[src/rtl/gpio_mwr_pkg.sv]
package gpio_mwr_pkg;
  localparam int unsigned OUT_BASE   = 32'h00;
  localparam int unsigned DIR_BASE   = 32'h08;
  localparam int unsigned LEVEL_ADDR = 32'h70;
  localparam int unsigned IDENT_ADDR = 32'h78;
  localparam logic [31:0] IDENT_VAL  = 32'h0101_157C;
endpackage

[src/rtl/gpio_half_reg.sv]
module gpio_half_reg #(
  parameter int unsigned HALF_W = 16
) (
  input  logic                clk_i,
  input  logic                rst_ni,
  input  logic                wr_i,
  input  logic [2*HALF_W-1:0] wdata_i,
  output logic [HALF_W-1:0]   q_o
);
  logic [HALF_W-1:0] en, val;
  assign en  = wdata_i[2*HALF_W-1:HALF_W];
  assign val = wdata_i[HALF_W-1:0];

  always_ff @(posedge clk_i or negedge rst_ni) begin
    if (!rst_ni)   q_o <= '0;
    else if (wr_i) q_o <= (q_o & ~en) | (val & en);
  end
endmodule

[src/rtl/gpio_sync.sv]
module gpio_sync #(
  parameter int unsigned W = 32
) (
  input  logic         clk_i,
  input  logic         rst_ni,
  input  logic [W-1:0] d_i,
  output logic [W-1:0] q_o
);
  logic [W-1:0] meta;
  always_ff @(posedge clk_i or negedge rst_ni) begin
    if (!rst_ni) begin
      meta <= '0;
      q_o  <= '0;
    end else begin
      meta <= d_i;
      q_o  <= meta;
    end
  end
endmodule

[src/rtl/gpio_rd_mux.sv]
module gpio_rd_mux
  import gpio_mwr_pkg::*;
#(
  parameter int unsigned NUM_PINS = 32,
  parameter int unsigned HALF_W   = 16,
  parameter int unsigned ADDR_W   = 8,
  localparam int unsigned BUS_W    = 2 * HALF_W,
  localparam int unsigned NUM_HALF = NUM_PINS / HALF_W
) (
  input  logic [ADDR_W-1:0]   addr_i,
  input  logic [NUM_PINS-1:0] out_i,
  input  logic [NUM_PINS-1:0] dir_i,
  input  logic [NUM_PINS-1:0] lvl_i,
  output logic [BUS_W-1:0]    rdata_o
);
  always_comb begin
    rdata_o = '0;
    for (int h = 0; h < NUM_HALF; h++) begin
      if (addr_i == ADDR_W'(OUT_BASE + 4 * h))
        rdata_o[HALF_W-1:0] = out_i[h*HALF_W +: HALF_W];
      if (addr_i == ADDR_W'(DIR_BASE + 4 * h))
        rdata_o[HALF_W-1:0] = dir_i[h*HALF_W +: HALF_W];
    end
    if (addr_i == ADDR_W'(LEVEL_ADDR)) rdata_o = BUS_W'(lvl_i);
    if (addr_i == ADDR_W'(IDENT_ADDR)) rdata_o = BUS_W'(IDENT_VAL);
  end
endmodule

[src/rtl/gpio_mwr_bank.sv]
module gpio_mwr_bank
  import gpio_mwr_pkg::*;
#(
  parameter int unsigned NUM_PINS = 32,
  parameter int unsigned HALF_W   = 16,
  parameter int unsigned ADDR_W   = 8,
  localparam int unsigned BUS_W    = 2 * HALF_W,
  localparam int unsigned NUM_HALF = NUM_PINS / HALF_W
) (
  input  logic                clk_i,
  input  logic                rst_ni,
  input  logic                bus_we_i,
  input  logic [ADDR_W-1:0]   bus_addr_i,
  input  logic [BUS_W-1:0]    bus_wdata_i,
  output logic [BUS_W-1:0]    bus_rdata_o,
  input  logic [NUM_PINS-1:0] pad_in_i,
  output logic [NUM_PINS-1:0] pad_out_o,
  output logic [NUM_PINS-1:0] pad_oe_o
);
  logic [NUM_PINS-1:0] out_q, dir_q, lvl_raw, lvl_q;

  for (genvar h = 0; h < NUM_HALF; h++) begin : g_half
    logic wr_out, wr_dir;
    assign wr_out = bus_we_i && (bus_addr_i == ADDR_W'(OUT_BASE + 4 * h));
    assign wr_dir = bus_we_i && (bus_addr_i == ADDR_W'(DIR_BASE + 4 * h));

    gpio_half_reg #(.HALF_W(HALF_W)) u_out (
      .clk_i(clk_i), .rst_ni(rst_ni), .wr_i(wr_out),
      .wdata_i(bus_wdata_i), .q_o(out_q[h*HALF_W +: HALF_W]));
    gpio_half_reg #(.HALF_W(HALF_W)) u_dir (
      .clk_i(clk_i), .rst_ni(rst_ni), .wr_i(wr_dir),
      .wdata_i(bus_wdata_i), .q_o(dir_q[h*HALF_W +: HALF_W]));
  end

  assign pad_out_o = out_q;
  assign pad_oe_o  = dir_q;

  // output pins report the value being driven
  assign lvl_raw = (dir_q & out_q) | (~dir_q & pad_in_i);

  gpio_sync #(.W(NUM_PINS)) u_sync (
    .clk_i(clk_i), .rst_ni(rst_ni), .d_i(lvl_raw), .q_o(lvl_q));

  gpio_rd_mux #(.NUM_PINS(NUM_PINS), .HALF_W(HALF_W), .ADDR_W(ADDR_W)) u_rd (
    .addr_i(bus_addr_i), .out_i(out_q), .dir_i(dir_q), .lvl_i(lvl_q),
    .rdata_o(bus_rdata_o));
endmodule

[config.mk]
export PLATFORM = sky130hd
export DESIGN_NAME = gpio_mwr_bank
export DESIGN_NICKNAME = d
export VERILOG_FILES = /design/src/rtl/gpio_mwr_pkg.sv /design/src/rtl/gpio_half_reg.sv /design/src/rtl/gpio_sync.sv /design/src/rtl/gpio_rd_mux.sv /design/src/rtl/gpio_mwr_bank.sv
export SDC_FILE = /design/constraint.sdc
export NUM_CORES = 1
export LEC_CHECK = 0
export BUFFER_PORTS_ARGS = -buffer_cell sky130_fd_sc_hd__buf_2
export CORE_MARGIN = 1
export CORE_UTILIZATION = 51
export CTS_CLUSTER_DIAMETER = 30
export DETAILED_ROUTE_END_ITERATION = 6
export GPL_TIMING_DRIVEN = 0
export PLACE_DENSITY = 0.82
export SLEW_MARGIN = 20
export SYNTH_ARGS = -nofsm -noshare
export SYNTH_HDL_FRONTEND = slang
export SYNTH_SLANG_ARGS = --single-unit
[constraint.sdc]
create_clock -name clk_i -period 1.7 [get_ports clk_i]
set_input_delay 0.085 -clock clk_i [delete_from_list [all_inputs] [get_ports clk_i]]
set_output_delay 0.085 -clock clk_i [all_outputs]
set_load 0.02 [all_outputs]
==> qor.csv <==
metric,value,unit
synth_fp_nets,516,
via_per_inst,5.47,
syn_area_per_cell,12.7,um^2
seq_area_frac_synth,57.2,%
cp_max_fo,2,
post_synth_num_cell_types,36,
post_dp_cell_area,6650,um^2
finClkSkew,0.00590,ns
port_buffers,168,
max-slew-margin-rel,61.8,%
async_flop_share,100,%
reg2reg_slack,0.06,ns
cts_sinks,128,
row_count,37,
synth_edf_count,0,
route.detailed.drc,0,
synth_top_area_share,57.2,%
start_util,53.3,%
synth_area_leaders,"dfrtp_1 57%, mux2_2 15%, nor2_1 5.0%, mux2_1 4.4%, and2_1 2.5%",
drt_iter0_drc,277,
max_freq,519,MHz
wl,17.5,mm
yosysWarnings,0,
clk_latency,0.53,ns
slew_viol_final,0,
yosysMostFrequentCell,dfrtp_1,
end_kind,output pin,
fin_ws,-0.226,ns
cts_tree,done,
grt_max_degree,78,
critical_path_class,flip-flop to output pin,
cts_buffers,17,
ys.flop_type,dfrtp_1,
cts-root-buf,clkbuf_8,
htreeDepth,4,
vias,4843,
worstHoldPathType,input pin to flip-flop,
crit_required,1.62,ns
power_leakage,4.28,nW
instances_no_fill,885,
place_ws,-0.329,ns
cp-start-kind,flip-flop,
routedWlPerCell,19.8,um
fp.dieW,107,um
period_needed,1.93,ns
layout-drive-gt1-share,49.2,%
placed_cells_incl_taps,746,
place_congestion,0.794,
rsz0062_at_grt,true,
syn_inst,441,
dr.pass1.iters,5,
grt_pass1_vias,4969,
ant_nets,0,
finalSetupViolCount,8,
syn-cell-area,5600,um^2
coreArea,10500,um^2
synth_top_area_cell,dfrtp_1,
antenna_found_initial,1,
dp_hpwl,9.99,mm
grt_use_total,31.3,%
arrival,1.84,ns
hold_viol,0,
finish.instance_area,8260,um^2
die_h,107,um
ys_top_cells_by_count,"128 x dfrtp_1, 77 x mux2_2, 75 x nor2_1",
drv_cap,0,
clk_pin_slew,0.06,ns
grt_overflow,0,
cts.path.max_buffers,2,
syn_to_final_growth,47.5,%
grt_pass1_wl,26.2,mm
nNetsFinal,810,
violations,negative setup slack,
power.density,902,nW/um^2
postLayoutCoreUtil,78.6,%
ys_seq_elements,128,
fin_crit_sh,113,%
design.die.area,11400,um^2
io_pins,171,
vdd_ir_drop_max,0.551,mV
hold_ws,0.00429,ns
tns,-1.13,ns
worst_pin_slew,0.572,ns
total_power,7.46,mW
status,"complete, but fails checks",
==> routing by layer <==
layer  track usage [%]  routed length, um
met2              53.5               9100
met1              35.6               6770
met5                 0                  0
met3              8.88               1100
met4              16.0                565
==> cell families after synthesis <==
| family | count (synthesis) | synth area share [%] |
|---|---|---|
| AOI/OAI and AO/OA | 32 | 3.51 |
| muxes | 112 | 23.3 |
| DFF | 128 | 57.2 |
| and+or+nand+nor | 151 | 13.9 |
| buffers and inverters | 18 | 2.03 |
==> power breakdown <==
part           internal (mW)  total, mW  leakage, nW  switching, mW
logic                  0.332      0.692         2.38          0.359
registers               3.17       3.22         1.63         0.0591
clock network           2.16       3.54        0.268           1.38
total                   5.66       7.46         4.28           1.80
==> path summary, 6_finish.rpt <==
path	cells past startpoint	startpoint	to
setup / recovery	5	flip-flop	bus_rdata_o[15]
hold / removal	4	bus_wdata_i[25]	flip-flop
setup reg to reg	4	flip-flop	flip-flop
hold reg to reg	0	u_sync.meta[26]$_DFF_PN0_	u_sync.q_o[26]$_DFF_PN0_
max in group asynchronous	3	rst_ni	u_sync.q_o[18]$_DFF_PN0_
min in group asynchronous	2	rst_ni	u_sync.meta[25]$_DFF_PN0_
==> repair_timing <==
action / 4_1_cts / 5_1_grt
pin swaps: 9 / 8
gates resized for setup: 23 / 21
cloned: 0 / 0
hold endpoints to repair: 224 / 0
setup buffers: 30 / 21
setup endpoints to repair: 26 / 29
hold buffers: 55 / 0
==> layout make-up <==
class                   count  area (um^2)
clock inverters            13          138
flip-flops and latches    128         3200
clock buffers              19          442
well taps                 136          170
repair buffers            275         1870
inverters                   1         3.75
plain buffers              17          125
diodes                      1         2.50
fillers                   618         2240
multi-input cells         295         2310
==> layout by cell type, fill, tap and decap left out, drive strengths merged <==
master       instances
a22o                 6
a21oi                3
nor2                76
mux2i                8
nand3               10
dfrtp              128
dlygate4sd3         55
clkbuf              23
nand2               30
mux4                 5
a22oi                2
nor2b                2
a31oi                1
nor3                 2
nor4                 1
and2                24
a21boi               2
and4                 1
o22ai                2
nand4                2
diode                1
nand4b               1
clkinvlp             6
clkinv               4
inv                  2
bufinv               2
o21ai               16
buf                233
mux2                99
and3                 2
==> worst max-delay path: stages, from the launching register on <==
cell	delay (ns)
dfrtp_1	0.39
mux2_4	0.29
a22oi_2	0.21
o22ai_1	0.12
a21boi_2	0.17
buf_6	0.14
Power figures use the tool's default switching activity.
